### src/rtl/adc_xfer_pkg.sv
package adc_xfer_pkg;

    typedef enum logic [1:0] {
        SEL_MODE = 2'b00,
        SEL_CNT  = 2'b01,
        SEL_BASE = 2'b10,
        SEL_NONE = 2'b11
    } cfg_sel_e;

    localparam int MODE_DUAL_BIT = 0;
    localparam int MODE_CONT_BIT = 1;

endpackage

### src/rtl/adc_xfer_regs.sv
module adc_xfer_regs
    import adc_xfer_pkg::*;
#(
    parameter int          CNT_W    = 8,
    parameter int          ADDR_W   = 16,
    parameter logic [15:0] BASE_RST = 16'h0200
) (
    input  logic              clk,
    input  logic              rst_n,
    input  logic              cfg_we,
    input  logic [1:0]        cfg_sel,
    input  logic [ADDR_W-1:0] cfg_wdata,
    output logic              dual_o,
    output logic              cont_o,
    output logic [CNT_W-1:0]  cnt_o,
    output logic [ADDR_W-1:0] base_o,
    output logic              start_o
);

    typedef struct packed {
        logic              dual;
        logic              cont;
        logic [CNT_W-1:0]  cnt;
        logic [ADDR_W-1:0] base;
    } regs_t;

    regs_t q, d;
    cfg_sel_e sel;

    assign sel = cfg_sel_e'(cfg_sel);

    always_comb begin
        d       = q;
        start_o = 1'b0;
        if (cfg_we) begin
            case (sel)
                SEL_MODE: begin
                    d.dual = cfg_wdata[MODE_DUAL_BIT];
                    d.cont = cfg_wdata[MODE_CONT_BIT];
                end
                SEL_CNT:  d.cnt = cfg_wdata[CNT_W-1:0];
                SEL_BASE: begin
                    d.base  = {cfg_wdata[ADDR_W-1:1], 1'b0};
                    start_o = 1'b1;
                end
                default: ;
            endcase
        end
    end

    always_ff @(posedge clk or negedge rst_n) begin
        if (!rst_n) begin
            q.dual <= 1'b0;
            q.cont <= 1'b0;
            q.cnt  <= '0;
            q.base <= BASE_RST[ADDR_W-1:0];
        end else begin
            q <= d;
        end
    end

    assign dual_o = q.dual;
    assign cont_o = q.cont;
    assign cnt_o  = q.cnt;
    assign base_o = q.base;

endmodule

### src/rtl/adc_xfer_seq.sv
module adc_xfer_seq #(
    parameter int CNT_W  = 8,
    parameter int ADDR_W = 16,
    parameter int DATA_W = 16
) (
    input  logic              clk,
    input  logic              rst_n,
    input  logic              start_i,
    input  logic              dual_i,
    input  logic              cont_i,
    input  logic [CNT_W-1:0]  cnt_i,
    input  logic [ADDR_W-1:0] base_i,
    input  logic              res_vld_i,
    input  logic [DATA_W-1:0] res_data_i,
    input  logic              mem_gnt_i,
    input  logic              irq_clr_i,
    output logic              mem_req_o,
    output logic [ADDR_W-1:0] mem_addr_o,
    output logic [DATA_W-1:0] mem_data_o,
    output logic              irq_o,
    output logic              full_o,
    output logic              ovr_o,
    output logic              active_o
);

    localparam int OFF_W = CNT_W + 2;

    typedef struct packed {
        logic              active;
        logic [CNT_W-1:0]  idx;
        logic              blk;
        logic [OFF_W-1:0]  off;
        logic              req;
        logic [ADDR_W-1:0] addr;
        logic [DATA_W-1:0] data;
        logic              irq;
        logic              full;
        logic              ovr;
    } seq_t;

    seq_t q, d;
    logic run, last;

    assign run  = q.active && (cnt_i != '0);
    assign last = (q.idx >= cnt_i - 1'b1);

    always_comb begin
        d = q;
        if (irq_clr_i) d.irq = 1'b0;
        if (start_i) begin
            d.active = (cnt_i != '0);
            d.idx    = '0;
            d.blk    = 1'b0;
            d.off    = '0;
            d.req    = 1'b0;
            d.ovr    = 1'b0;
        end else begin
            d.active = run;
            if (q.req && mem_gnt_i) begin
                d.req = 1'b0;
                if (run) begin
                    if (last) begin
                        d.irq = 1'b1;
                        d.idx = '0;
                        if (dual_i) d.full = !q.blk;
                        if (dual_i && !q.blk) begin
                            d.blk = 1'b1;
                            d.off = q.off + OFF_W'(2);
                        end else if (cont_i) begin
                            d.blk = 1'b0;
                            d.off = '0;
                        end else begin
                            d.active = 1'b0;
                        end
                    end else begin
                        d.idx = q.idx + 1'b1;
                        d.off = q.off + OFF_W'(2);
                    end
                end
            end
            if (res_vld_i && run) begin
                if (q.req) begin
                    d.ovr = 1'b1;
                end else begin
                    d.req  = 1'b1;
                    d.data = res_data_i;
                    d.addr = base_i + ADDR_W'(q.off);
                end
            end
        end
    end

    always_ff @(posedge clk or negedge rst_n) begin
        if (!rst_n) q <= '0;
        else        q <= d;
    end

    assign mem_req_o  = q.req;
    assign mem_addr_o = q.addr;
    assign mem_data_o = q.data;
    assign irq_o      = q.irq;
    assign full_o     = q.full;
    assign ovr_o      = q.ovr;
    assign active_o   = q.active;

    AST_REQ_HOLD: assert property (@(posedge clk) disable iff (!rst_n)
        mem_req_o && !mem_gnt_i && !start_i |=> mem_req_o && $stable(mem_addr_o) && $stable(mem_data_o));
    AST_ADDR_EVEN: assert property (@(posedge clk) disable iff (!rst_n)
        mem_req_o |-> !mem_addr_o[0]);
    AST_REQ_CAUSE: assert property (@(posedge clk) disable iff (!rst_n)
        $rose(mem_req_o) |-> $past(res_vld_i) && $past(active_o));
    AST_IRQ_ON_GRANT: assert property (@(posedge clk) disable iff (!rst_n)
        $rose(irq_o) |-> $past(mem_req_o) && $past(mem_gnt_i));
    AST_IDLE_QUIET: assert property (@(posedge clk) disable iff (!rst_n)
        !active_o && !mem_req_o && !start_i |=> !mem_req_o);
    AST_OVR_STICKY: assert property (@(posedge clk) disable iff (!rst_n)
        ovr_o && !start_i |=> ovr_o);

endmodule

### src/rtl/adc_xfer_dma.sv
module adc_xfer_dma #(
    parameter int          CNT_W    = 8,
    parameter int          ADDR_W   = 16,
    parameter int          DATA_W   = 16,
    parameter logic [15:0] BASE_RST = 16'h0200
) (
    input  logic              clk,
    input  logic              rst_n,
    input  logic              cfg_we,
    input  logic [1:0]        cfg_sel,
    input  logic [ADDR_W-1:0] cfg_wdata,
    output logic [7:0]        mode_rd,
    output logic [CNT_W-1:0]  count_rd,
    output logic [ADDR_W-1:0] base_rd,
    input  logic              res_vld,
    input  logic [DATA_W-1:0] res_data,
    output logic              mem_req,
    input  logic              mem_gnt,
    output logic [ADDR_W-1:0] mem_addr,
    output logic [DATA_W-1:0] mem_data,
    input  logic              irq_clr,
    output logic              irq,
    output logic              xfer_active
);

    logic dual, cont, start, full, ovr;
    logic [CNT_W-1:0]  cnt;
    logic [ADDR_W-1:0] base;

    adc_xfer_regs #(
        .CNT_W(CNT_W), .ADDR_W(ADDR_W), .BASE_RST(BASE_RST)
    ) u_regs (
        .clk(clk), .rst_n(rst_n),
        .cfg_we(cfg_we), .cfg_sel(cfg_sel), .cfg_wdata(cfg_wdata),
        .dual_o(dual), .cont_o(cont), .cnt_o(cnt), .base_o(base),
        .start_o(start)
    );

    adc_xfer_seq #(
        .CNT_W(CNT_W), .ADDR_W(ADDR_W), .DATA_W(DATA_W)
    ) u_seq (
        .clk(clk), .rst_n(rst_n),
        .start_i(start), .dual_i(dual), .cont_i(cont),
        .cnt_i(cnt), .base_i(base),
        .res_vld_i(res_vld), .res_data_i(res_data),
        .mem_gnt_i(mem_gnt), .irq_clr_i(irq_clr),
        .mem_req_o(mem_req), .mem_addr_o(mem_addr), .mem_data_o(mem_data),
        .irq_o(irq), .full_o(full), .ovr_o(ovr), .active_o(xfer_active)
    );

    assign mode_rd  = {4'b0000, ovr, full, cont, dual};
    assign count_rd = cnt;
    assign base_rd  = base;

endmodule

### config.mk
export PLATFORM = sky130hd
export DESIGN_NAME = adc_xfer_dma
export DESIGN_NICKNAME = d
export VERILOG_FILES = /design/src/rtl/adc_xfer_pkg.sv /design/src/rtl/adc_xfer_regs.sv /design/src/rtl/adc_xfer_seq.sv /design/src/rtl/adc_xfer_dma.sv
export SDC_FILE = /design/constraint.sdc
export NUM_CORES = 1
export LEC_CHECK = 0
export ABC_AREA = 1
export BUFFER_PORTS_ARGS = -buffer_cell sky130_fd_sc_hd__clkbuf_2
export CORE_MARGIN = 2
export CORE_UTILIZATION = 55
export DETAILED_ROUTE_END_ITERATION = 10
export HOLD_SLACK_MARGIN = 0.05
export PLACE_DENSITY = 0.8
export SLEW_MARGIN = 20
export SYNTH_ARGS = -nofsm -noshare
export SYNTH_HDL_FRONTEND = slang
export SYNTH_SLANG_ARGS = --single-unit
### constraint.sdc
create_clock -name clk -period 2.5 [get_ports clk]
set_input_delay 0.125 -clock clk [delete_from_list [all_inputs] [get_ports clk]]
set_output_delay 0.125 -clock clk [all_outputs]
set_load 0.05 [all_outputs]
Word level (Yosys, flattened, before mapping)
Index checks and enable logic that the tools add are counted.
{"block": "classes", "addsub": 4, "n_mul": 0, "n_div": 0, "magnitude_cmp": 1, "n_eq_ne": 3, "shift": 0, "mux": 24, "n_bitwise": 2, "n_reduce_logical": 22}
{"cell": "$mux W33", "count": 2}
{"cell": "$mux W21", "count": 2}
{"cell": "$mux W11", "count": 2}
{"cell": "$mux W20", "count": 1}
{"cell": "$add A16 B10 Y16", "count": 1}
{"cell": "$mux W1", "count": 11}
{"cell": "$add A10 B2 Y10 const B", "count": 1}
{"cell": "$mux W10", "count": 1}
{"cell": "$reduce_and A2 Y1", "count": 5}
{"cell": "$reduce_bool A2 Y1", "count": 5}
{"cell": "$add A8 B1 Y8 const B", "count": 1}
{"cell": "$ge A8 B8 Y1", "count": 1}
{"cell": "$mux W2", "count": 4}
{"cell": "$mux W8", "count": 1}
{"cell": "$reduce_bool A8 Y1", "count": 1}
{"cell": "$sub A8 B1 Y8 const B", "count": 1}
{"cell": "$reduce_and A3 Y1", "count": 2}
{"cell": "$reduce_and A5 Y1", "count": 1}
{"cell": "$logic_and A1 B1 Y1", "count": 4}
{"cell": "$ne A4 B4 Y1 const B", "count": 1}
{"cell": "$reduce_and A4 Y1", "count": 1}
{"cell": "$reduce_bool A3 Y1", "count": 1}
{"cell": "$eq A2 B1 Y1 const B", "count": 1}
{"cell": "$eq A2 B2 Y1 const B", "count": 1}
{"cell": "other kinds (3)", "count": 4}
{"block": "word_totals", "ff_bits": 81, "latch_bits": 0, "ram_bits": 0, "romBits": 0, "out_inout_bits": 67, "wordCells": 70, "n_memories": 0}

Logic depth before layout (Yosys ltp)
Gate-level depths: netlist (run 1).
{"block": "logic_depth", "word_depth": 9, "ltp_mapped": 14, "depth_no_buf": 14}

Cells and area by module
A second synthesis (run 1) with hierarchy kept.
{"block": "hier_totals", "hier_cells": 584, "area_unflattened_um2": 4680.7}
{"mod": "adc_xfer_seq", "n_inst": 1, "cells_per_inst": 458, "area_per_inst_um2": 3513.4, "seq_area_each_um2": 1376.3}
{"mod": "adc_xfer_regs", "n_inst": 1, "cells_per_inst": 117, "area_per_inst_um2": 1103.6, "seq_area_each_um2": 626.9}
{"mod": "adc_xfer_dma", "n_inst": 1, "cells_per_inst": 9, "area_per_inst_um2": 63.8, "seq_area_each_um2": 0.0}

Worst setup path after synthesis (run 1)
Ideal clock, no wire load.
{"block": "synth_timing", "path_type": "register to register", "startpoint": "reg, netlist name u_regs.cnt_o[2]", "endpoint": "reg u_seq.q[38] in the netlist's numbering", "setup_time_ps": 119, "arrival_time_ps": 2374, "setup_slack_ps": 7, "path_stages_with_launch": 12, "path_buffers": 0, "period_less_slack_ps": 2493, "cell_sequence": "dfrtp_1 nor3_1 nand3_1 nor3_1 xor2_1 ha_1 nand2_1 o21a_1 nand2_1 nand2_1 nand3_1 nand2_1"}
{"block": "synth_via", "elab_chain_len": 6, "word_cells_on_any_way": 11, "cone_classes": "add/sub (1); order compare (1); eq/ne (1); mux (4); reduce/logical (4)"}
{"element": "$sub A8 B1 Y8", "line_no": "adc_xfer_seq.sv:45", "text": "assign last = (q.idx >= cnt_i - 1'b1);"}
{"element": "$ge A8 B8 Y1", "line_no": "adc_xfer_seq.sv:45"}
{"element": "$mux W10", "line_no": "adc_xfer_seq.sv:62", "text": "if (last) begin"}
{"element": "$mux W20", "line_no": "adc_xfer_seq.sv:61", "text": "if (run) begin"}
{"element": "$mux W21", "line_no": "adc_xfer_seq.sv:59", "text": "if (q.req && mem_gnt_i) begin"}
{"element": "$mux W21", "line_no": "adc_xfer_seq.sv:50", "text": "if (start_i) begin"}
{"element": "to (signal assigned)", "line_no": "adc_xfer_seq.sv:94", "text": "if (!rst_n) q <= '0;"}
{"element": "to (signal assigned)", "line_no": "adc_xfer_seq.sv:95", "text": "else q <= d;"}
{"element": "to (decl)", "line_no": "adc_xfer_seq.sv:41", "text": "seq_t q, d;"}
Several ways; a longest one is shown, not always the timed one. The select of a mux whose other input is x is not followed.
A chain may end at the register's enable or synchronous reset.

Final worst setup path (run 1)
{"block": "layout_timing", "startpoint": "reg, netlist name u_regs.cnt_o[2]", "endpoint": "reg u_seq.q[39] in the netlist's numbering"}
{"block": "layout_via", "elab_chain_len": 6, "word_cells_on_any_way": 11, "cone_classes": "add/sub (1); order compare (1); eq/ne (1); mux (4); reduce/logical (4)"}
{"element": "$sub A8 B1 Y8", "line_no": "adc_xfer_seq.sv:45"}
{"element": "$ge A8 B8 Y1", "line_no": "adc_xfer_seq.sv:45"}
{"element": "$mux W10", "line_no": "adc_xfer_seq.sv:62"}
{"element": "$mux W20", "line_no": "adc_xfer_seq.sv:61"}
{"element": "$mux W21", "line_no": "adc_xfer_seq.sv:59"}
{"element": "$mux W21", "line_no": "adc_xfer_seq.sv:50"}
Several ways; a longest one is shown, not always the timed one. The select of a mux whose other input is x is not followed.

==> reports/qor.txt, run 1 <==
total via count after detailed routing: 4182
Fin. Hold Viols: 0
maximum count of clock buffers along a single path: 2
Worst Setup Path Type: register to register
number of unique standard cell types used by synthesis: 35
root buffer cell: sky130_fd_sc_hd__clkbuf_8
post-detailed-route DRC marker count: 0
kind of launch point of the worst setup path: register
insertion delay of the later-clocked pin in the worst-skew pair: 0.36 ns
TritonCTS clock tree: done
remaining max-slew budget at the tightest pin: 0.525
gate count after technology mapping: 612
maximum number of pins on one net before global-route repair: 80
cell with the most instances after synthesis: sky130_fd_sc_hd__nand2_1
total routed wirelength: 11000 um
area share of the largest cell type after synthesis: 0.413
Lkg Pwr: 3.19 nW
area grow syn2layout: 18.5%
final number of max-transition violations: 0
highest-delay cell along the critical path: sky130_fd_sc_hd__dfrtp_1
chain of cells forming the critical path: buf_4 > inv_2 > nand2_2 > nor2_2 > nand2_1 > xor2_1 > inv_1 > ha_1 > nand2_1 > o21a_1 > nand2_2 > nand2_2 > nand3_1 > nand2_1
post-CTS setup-driven buffer insertion count: 0
number of detailed-route iterations in the first pass: 4
Synthesis Warnings: 0
type of the worst min-delay path: primary input to register
worst clock skew on the final layout: 0.00930 ns
area of the placeable core: 8260 um^2
sinks on the clock net: 79
first-pass GRT wire length: 18900 um
biggest area consumer among synthesized cells: sky130_fd_sc_hd__dfrtp_1
number of I/O port buffers: 100
Die Outline Area: 9350 um^2
Main synth FF type: sky130_fd_sc_hd__dfrtp_1
Finished Core Util: 0.678
initial drt markers: 246
count of maximum capacitance violations: 0
antenna violations before repair: 0
Mapped Avg Cell Area: 7.72 um^2
top post-synthesis cells by area: sky130_fd_sc_hd__dfrtp_1 (41%), sky130_fd_sc_hd__nand2_1 (17%), sky130_fd_sc_hd__buf_4 (6.8%)
count of filler cells inserted in the layout: 693
placed instance area: 5030 um^2
share of cells above drive strength 1: 0.205
crit path max fanout: 9
number of non-filler instances in the completed layout: 823
critical path required time: 2.74 ns
Final Cell Area: 5600 um^2
antenna diode count: 0
horizontal die dimension: 96.7 um
Seq cells post-synth: 79
Worst Max-Slew Pin Slew: 0.712 ns
cell area power density: 1020 nW/um^2
detail-routed via count per cell: 5.08
detail-routed net length per standard cell: 13.4 um
row count: 33
maximum clock rate: 435 MHz
placed cell count: 775
number of enable-type register cells in the synthesized netlist: 0
Final Setup Violations: 0
maximum single-stage delay on the critical path: 0.41 ns
grt ovf: 0
routability cong.: 0.850
Top Ports: 107
Worst Path Arrival: 2.54 ns
sequential share of the synthesized area: 0.419
Die Ht: 96.7 um
CP Capture Type: register
ratio of final minimum period to clock period: 0.919
count of nets after finishing: 775
Post-synth ARST share: 1.00
number of buffers added by the clock tree synthesis step: 9
H-tree depth reported by CTS: 3
clock input transition at the sequential cells of the worst setup and hold paths: 0.08 ns
setup TNS: 0 ns
RSZ-0062 raised after global routing: false
minimum period implied by the final worst setup slack: 2.30 ns
placed wire-length estimate after detailed placement: 7900 um
Initial Util: 0.572
gr usage total: 0.245
run status: completed
VDD IR max: 0.000488 V
antenna-violating nets left: 0
vias in the first global route: 4133
Synth top cells by count: sky130_fd_sc_hd__nand2_1 (209), sky130_fd_sc_hd__dfrtp_1 (78), sky130_fd_sc_hd__inv_1 (75)
Synth Cell Area: 4720 um^2
kinds of logic after synthesis:
logic type,Yosys count,share of synthesized area
AO/OA/AOI/OAI,50,0.0556
XOR/XNOR,23,0.0426
adder cells (fa/ha/maj),22,0.0599
buffers and inverters,132,0.144
flip-flops,79,0.419
other,1,0.000794
AND/OR/NAND/NOR,305,0.278
cells in the final DEF (no fill, tap or decap), types with 3 or more instances in the layout:
master                            n
sky130_fd_sc_hd__inv_1           75
sky130_fd_sc_hd__ha_1            21
sky130_fd_sc_hd__xor2_1          16
sky130_fd_sc_hd__conb_1           6
sky130_fd_sc_hd__nor2_1          16
sky130_fd_sc_hd__clkbuf_8         9
sky130_fd_sc_hd__nand2_1        207
sky130_fd_sc_hd__nand3_2          3
sky130_fd_sc_hd__a21oi_1         11
sky130_fd_sc_hd__nand2_2          7
sky130_fd_sc_hd__buf_4            4
sky130_fd_sc_hd__clkbuf_2        99
sky130_fd_sc_hd__inv_2            5
sky130_fd_sc_hd__dfrtp_1         77
sky130_fd_sc_hd__dlygate4sd3_1   32
sky130_fd_sc_hd__nand4_1          7
sky130_fd_sc_hd__o21ai_0         34
sky130_fd_sc_hd__nor2_2           3
sky130_fd_sc_hd__nand3_1         52
sky130_fd_sc_hd__xnor2_1          7
final timing paths:
| check | slack [ns] | cells past startpoint | start | endpoint |
|---|---|---|---|---|
| worst max-delay path | 0.20 | 14 | u_regs.cnt_o[2] | u_seq.q[39] |
| worst min-delay path | 0.06 | 3 | cfg_wdata[1] | u_regs.cnt_o[1] |
| worst max register to register | 0.20 | 14 | u_regs.cnt_o[2] | u_seq.q[39] |
| worst min register to register | 0.47 | 2 | u_seq.mem_data_o[6] | u_seq.mem_data_o[6] |
| max in group asynchronous | 1.64 | 2 | rst_n | u_regs.cnt_o[1] |
| min in group asynchronous | 0.37 | 2 | rst_n | u_regs.cnt_o[7] |
worst max-delay path, delay by kind of cell (launching register included):
kind / cells / cell delay [ns]
flops: 1 / 0.41
buf+inv: 3 / 0.28
xor+xnor: 1 / 0.15
simple gates: 8 / 0.85
compound gates: 1 / 0.22
fa+ha+maj: 1 / 0.27
where the power goes:
group	switching (mW)	internal, mW	total, mW
combinational	2.04	0.657	2.70
clock	0.481	0.559	1.04
sequential	0.301	1.65	1.95
total	2.83	2.86	5.69
area by class of cell:
class                      instances  area (um^2)  share of cell area
inverter                          81          304              0.0543
timing repair buffer             136          857               0.153
clock buffer                      10          128              0.0228
sequential                        79         1980               0.354
multi-input combinational        406         2110               0.378
clock inverter                     6         85.1              0.0152
tap                              105          131              0.0235
per-layer routing:
| metal | share of wire | up-vias | global-route usage |
|---|---|---|---|
| met5 | 0 | - | 0 |
| met2 | 0.49 | 107 | 0.395 |
| met3 | 0.043 | 21 | 0.0448 |
| met1 | 0.45 | 1990 | 0.330 |
| li1 | - | 2064 | - |
| met4 | 0.022 | 0 | 0.0932 |
flip-flops by register name, indices dropped and copies added, names as in the netlist:
| name | flops |
|---|---|
| u_regs.base_o | 15 |
| u_regs.cnt_o | 8 |
| u_regs.cont_o | 1 |
| u_regs.dual_o | 1 |
| u_seq.active_o | 1 |
| u_seq.full_o | 1 |
| u_seq.irq_o | 1 |
| u_seq.mem_addr_o | 15 |
| u_seq.mem_data_o | 16 |
| u_seq.mem_req_o | 1 |
| u_seq.ovr_o | 1 |
| u_seq.q | 18 |
repair_timing:
| item | CTS | global route |
|---|---|---|
| endpoints found under the hold margin | 115 | 0 |
| endpoints found under the setup margin | 1 | 21 |
| pin swaps | 0 | 1 |
| resized for setup | 1 | 7 |
| hold buffers | 32 | 0 |
stage by stage:
stage	power, mW	worst slack [ns]	hold WS (ns)
finish	5.69	0.201	0.0601
floorplan	4.34	0.00729	-0.171
global route	6.03	0.0210	0.0869
global placement	4.53	0.125	0.310
CTS	5.68	0.0218	0.0573
detailed placement	4.61	0.0213	0.325
Power figures use the tool's default switching activity.
==> inputs of run 2 (changes only) <==
- ABC_AREA: 1 -> default
- CORE_UTILIZATION: 55 -> 58
- PLACE_DENSITY: 0.8 -> 0.84
- clock period: 2.5 -> 2.75 ns (I/O delays scaled with it)
==> run 2 against run 1 <==
  * Utilization grew 3.1 points
  * Clock power is 19% lower
  * Sequential power is 9.7% lower
  * Synthesized cell count shrank 29%
  * Sequential share of layout area rose by 1.5 points
  * Critical path depth shrank 4
  * Design area decreased by 3.7%
  * Count of clock-buffer cells in the layout unchanged
  * Area after synthesis down 5.2%
==> reports/qor.txt, run 2 <==
antenna-violating nets left: 0 (unchanged)
Synth Cell Area: 4480 um^2 (-5.2%)
simple-gate share of the synthesized area: 0.176 (-0.102)
gate count after technology mapping: 435 (-29%)
post-layout power: 5.02 mW (-12%)
minimum period implied by the final worst setup slack: 2.66 ns (+0.361 ns)
final number of max-transition violations: 0 (unchanged)
adder-cell area share of the yosys netlist: 0.0631 (+0.00328)
count of maximum capacitance violations: 0 (unchanged)
ratio of final minimum period to clock period: 0.967 (+0.0476)
critical register-to-register path startpoint: u_regs.cnt_o[1]
maximum clock rate: 376 MHz (-14%)
TritonCTS clock tree: done
CP Capture Type: register
Top Ports: 107 (unchanged)
number of unique standard cell types used by synthesis: 63 (+80%)
run status: completed
commonest cells after routing, fill and taps aside: sky130_fd_sc_hd__clkbuf_2 (99), sky130_fd_sc_hd__nand2_1 (75), sky130_fd_sc_hd__dfrtp_1 (72)
sequential share of the synthesized area: 0.442 (+0.0229)
gr usage total: 0.256 (+0.0116)
clock input transition at the sequential cells of the worst setup and hold paths: 0.08 ns (about the same)
post-detailed-route DRC marker count: 0 (unchanged)
critical path required time: 2.99 ns (+0.25 ns)
top post-synthesis cells by area: sky130_fd_sc_hd__dfrtp_1 (44%), sky130_fd_sc_hd__buf_4 (7.0%), sky130_fd_sc_hd__mux2_2 (6.5%)
Lkg Pwr: 2.72 nW (-15%)
share of cells above drive strength 1: 0.341 (+0.137)
maximum count of clock buffers along a single path: 2 (unchanged)
total routed wirelength: 10400 um (-5.4%)
Mapped Avg Cell Area: 10.3 um^2 (+33%)
number of I/O port buffers: 100 (unchanged)
insertion delay of the later-clocked pin in the worst-skew pair: 0.36 ns (about the same)
placed wire-length estimate after detailed placement: 7030 um (-11%)
number of enable-type register cells in the synthesized netlist: 0 (unchanged)
detail-routed net length per standard cell: 16.0 um (+20%)
first-pass GRT wire length: 16900 um (-11%)
detail-routed via count per cell: 5.45 (+7.2%)
Die Outline Area: 8440 um^2 (-9.7%)
horizontal die dimension: 91.9 um (-5.0%)
type of the worst min-delay path: primary input to register
number of detailed-route iterations in the first pass: 4 (unchanged)
routability cong.: 0.877 (+3.1%)
cell area power density: 931 nW/um^2 (-8.4%)
H-tree depth reported by CTS: 3 (unchanged)
Seq cells post-synth: 79 (unchanged)
cell with the most instances after synthesis: sky130_fd_sc_hd__dfrtp_1
worst setup path start: u_regs.cnt_o[1]
Finished Core Util: 0.709 (+0.0307)
antenna diode count: 0 (unchanged)
Fin. Hold Viols: 0 (unchanged)
area grow syn2layout: 20.4%
Final Setup Violations: 0 (unchanged)
Synthesis Warnings: 0 (unchanged)
total via count after detailed routing: 3542 (-15%)
Synth top cells by count: sky130_fd_sc_hd__dfrtp_1 (78), sky130_fd_sc_hd__nand2_1 (75), sky130_fd_sc_hd__buf_4 (42)
Worst Path Arrival: 2.90 ns (+0.36 ns)
root buffer cell: sky130_fd_sc_hd__clkbuf_8
maximum number of pins on one net before global-route repair: 80 (unchanged)
vias in the first global route: 3583 (-13%)
most frequent standard cell in the layout excluding fill and tap cells: sky130_fd_sc_hd__clkbuf_2
compound-cell area share of the yosys netlist: 0.108 (+0.0519)
Main synth FF type: sky130_fd_sc_hd__dfrtp_1
worst clock skew on the final layout: 0.00841 ns (-0.000890 ns)
post-synthesis xor/xnor area fraction: 0.0372 (-0.00549)
VDD IR max: 0.000529 V (+8.4%)
crit path max fanout: 9 (unchanged)
flip-flop count of the largest register, all copies and words added: 18 (unchanged)
dominant combinational cell family by area after synthesis: simple AND/OR/NAND/NOR gates
multiplexer area fraction after synthesis: 0.0777 (+0.0777)
Worst Setup Path Type: register to register
Post-synth ARST share: 1.00 (unchanged)
area share of the largest cell type after synthesis: 0.436 (+0.0226)
Initial Util: 0.589 (+0.0167)
row count: 32 (-3.0%)
area of the placeable core: 7610 um^2 (-7.9%)
number of buffers added by the clock tree synthesis step: 9 (unchanged)
worst hold start: cfg_wdata[2]
count of nets after finishing: 605 (-22%)
biggest area consumer among synthesized cells: sky130_fd_sc_hd__dfrtp_1
remaining max-slew budget at the tightest pin: 0.336 (-0.189)
antenna violations before repair: 0 (unchanged)
Die Ht: 91.9 um (-5.0%)
Worst Max-Slew Pin Slew: 0.996 ns (+0.284 ns)
sinks on the clock net: 79 (unchanged)
initial drt markers: 207 (-16%)
register ranked first by flip-flop count: u_seq.q
kind of launch point of the worst setup path: register
grt ovf: 0 (unchanged)
==> run 2: repair_timing <==
| action | in CTS | in global routing |
|---|---|---|
| endpoints found under the setup margin | 9 | 11 |
| setup buffers | 0 | 3 |
| hold endpoints to repair | 114 | 0 |
| hold buffers | 32 | 0 |
| resized for setup | 1 | 6 |
| pin swaps | 1 | 3 |
==> run 2: worst max-delay path, cell delays in order, from the launching register on <==
cell and delay [ns]:
sky130_fd_sc_hd__dfrtp_2 0.43, sky130_fd_sc_hd__nor3_2 0.19, sky130_fd_sc_hd__buf_4 0.14, sky130_fd_sc_hd__xnor2_1 0.08
sky130_fd_sc_hd__ha_1 0.25, sky130_fd_sc_hd__a2111oi_4 0.40, sky130_fd_sc_hd__nor3_2 0.12, sky130_fd_sc_hd__nor2_2 0.30
sky130_fd_sc_hd__o41ai_4 0.09, sky130_fd_sc_hd__buf_4 0.18, sky130_fd_sc_hd__a221o_1 0.34
==> run 2: kinds of logic (layout without fill, tap and decap cells) <==
kind of cell / count (synthesis) / count (layout)
and+or+nand+nor: 157 / 157
other: 1 / 6
DFF: 79 / 79
buffers and inverters: 63 / 171
muxes: 30 / 30
AOI/OAI and AO/OA: 64 / 64
xor gates and xnor gates: 19 / 19
adders and majority gates: 22 / 22
==> run 2: final timing paths <==
check                                     to  slack (ns)  cells past startpoint
min in group asynchronous  u_regs.base_o[13]        0.48                      2
max in group asynchronous    u_regs.cnt_o[2]        1.55                      2
max reg2reg                      u_seq.q[41]        0.09                     10
min reg2reg                 u_regs.base_o[9]        0.47                      2
max                              u_seq.q[41]        0.09                     10
min                         u_regs.base_o[2]        0.05                      3
==> run 2: area by class of cell <==
cell class                 count  area, um^2
multi-input combinational    298        2120
inverter                      11        41.3
clock inverter                 6        61.3
tap                          102         128
clock buffer                  10         128
fill                         557        2220
sequential                    79        1990
timing repair buffer         144         926
==> run 2: per-stage QoR <==
stage               TNS (ns)  hold slack [ns]  worst slack [ns]  std cells  area, um^2
global placement      -0.188            0.328           -0.0296        599        4820
finish                     0           0.0524            0.0906        650        5390
detailed placement     -1.59            0.334            -0.217        599        4820
floorplan                  0           -0.158            0.0866        440        4500
global route          -0.316           0.0505           -0.0601        650        5390
CTS                        0           0.0591            0.0569        647        5330
==> run 2: routing by layer <==
layer	vias up	routed length [um]	global-route usage
met2	115	5410	0.442
met3	24	541	0.0575
met5	-	0	0
met1	1734	4240	0.309
li1	1669	-	-
met4	0	231	0.109
==> run 2: power breakdown <==
part / internal, mW / switching, mW
Clock: 0.416 / 0.428
Sequential: 1.49 / 0.270
Combinational: 0.731 / 1.68
Total: 2.64 / 2.38
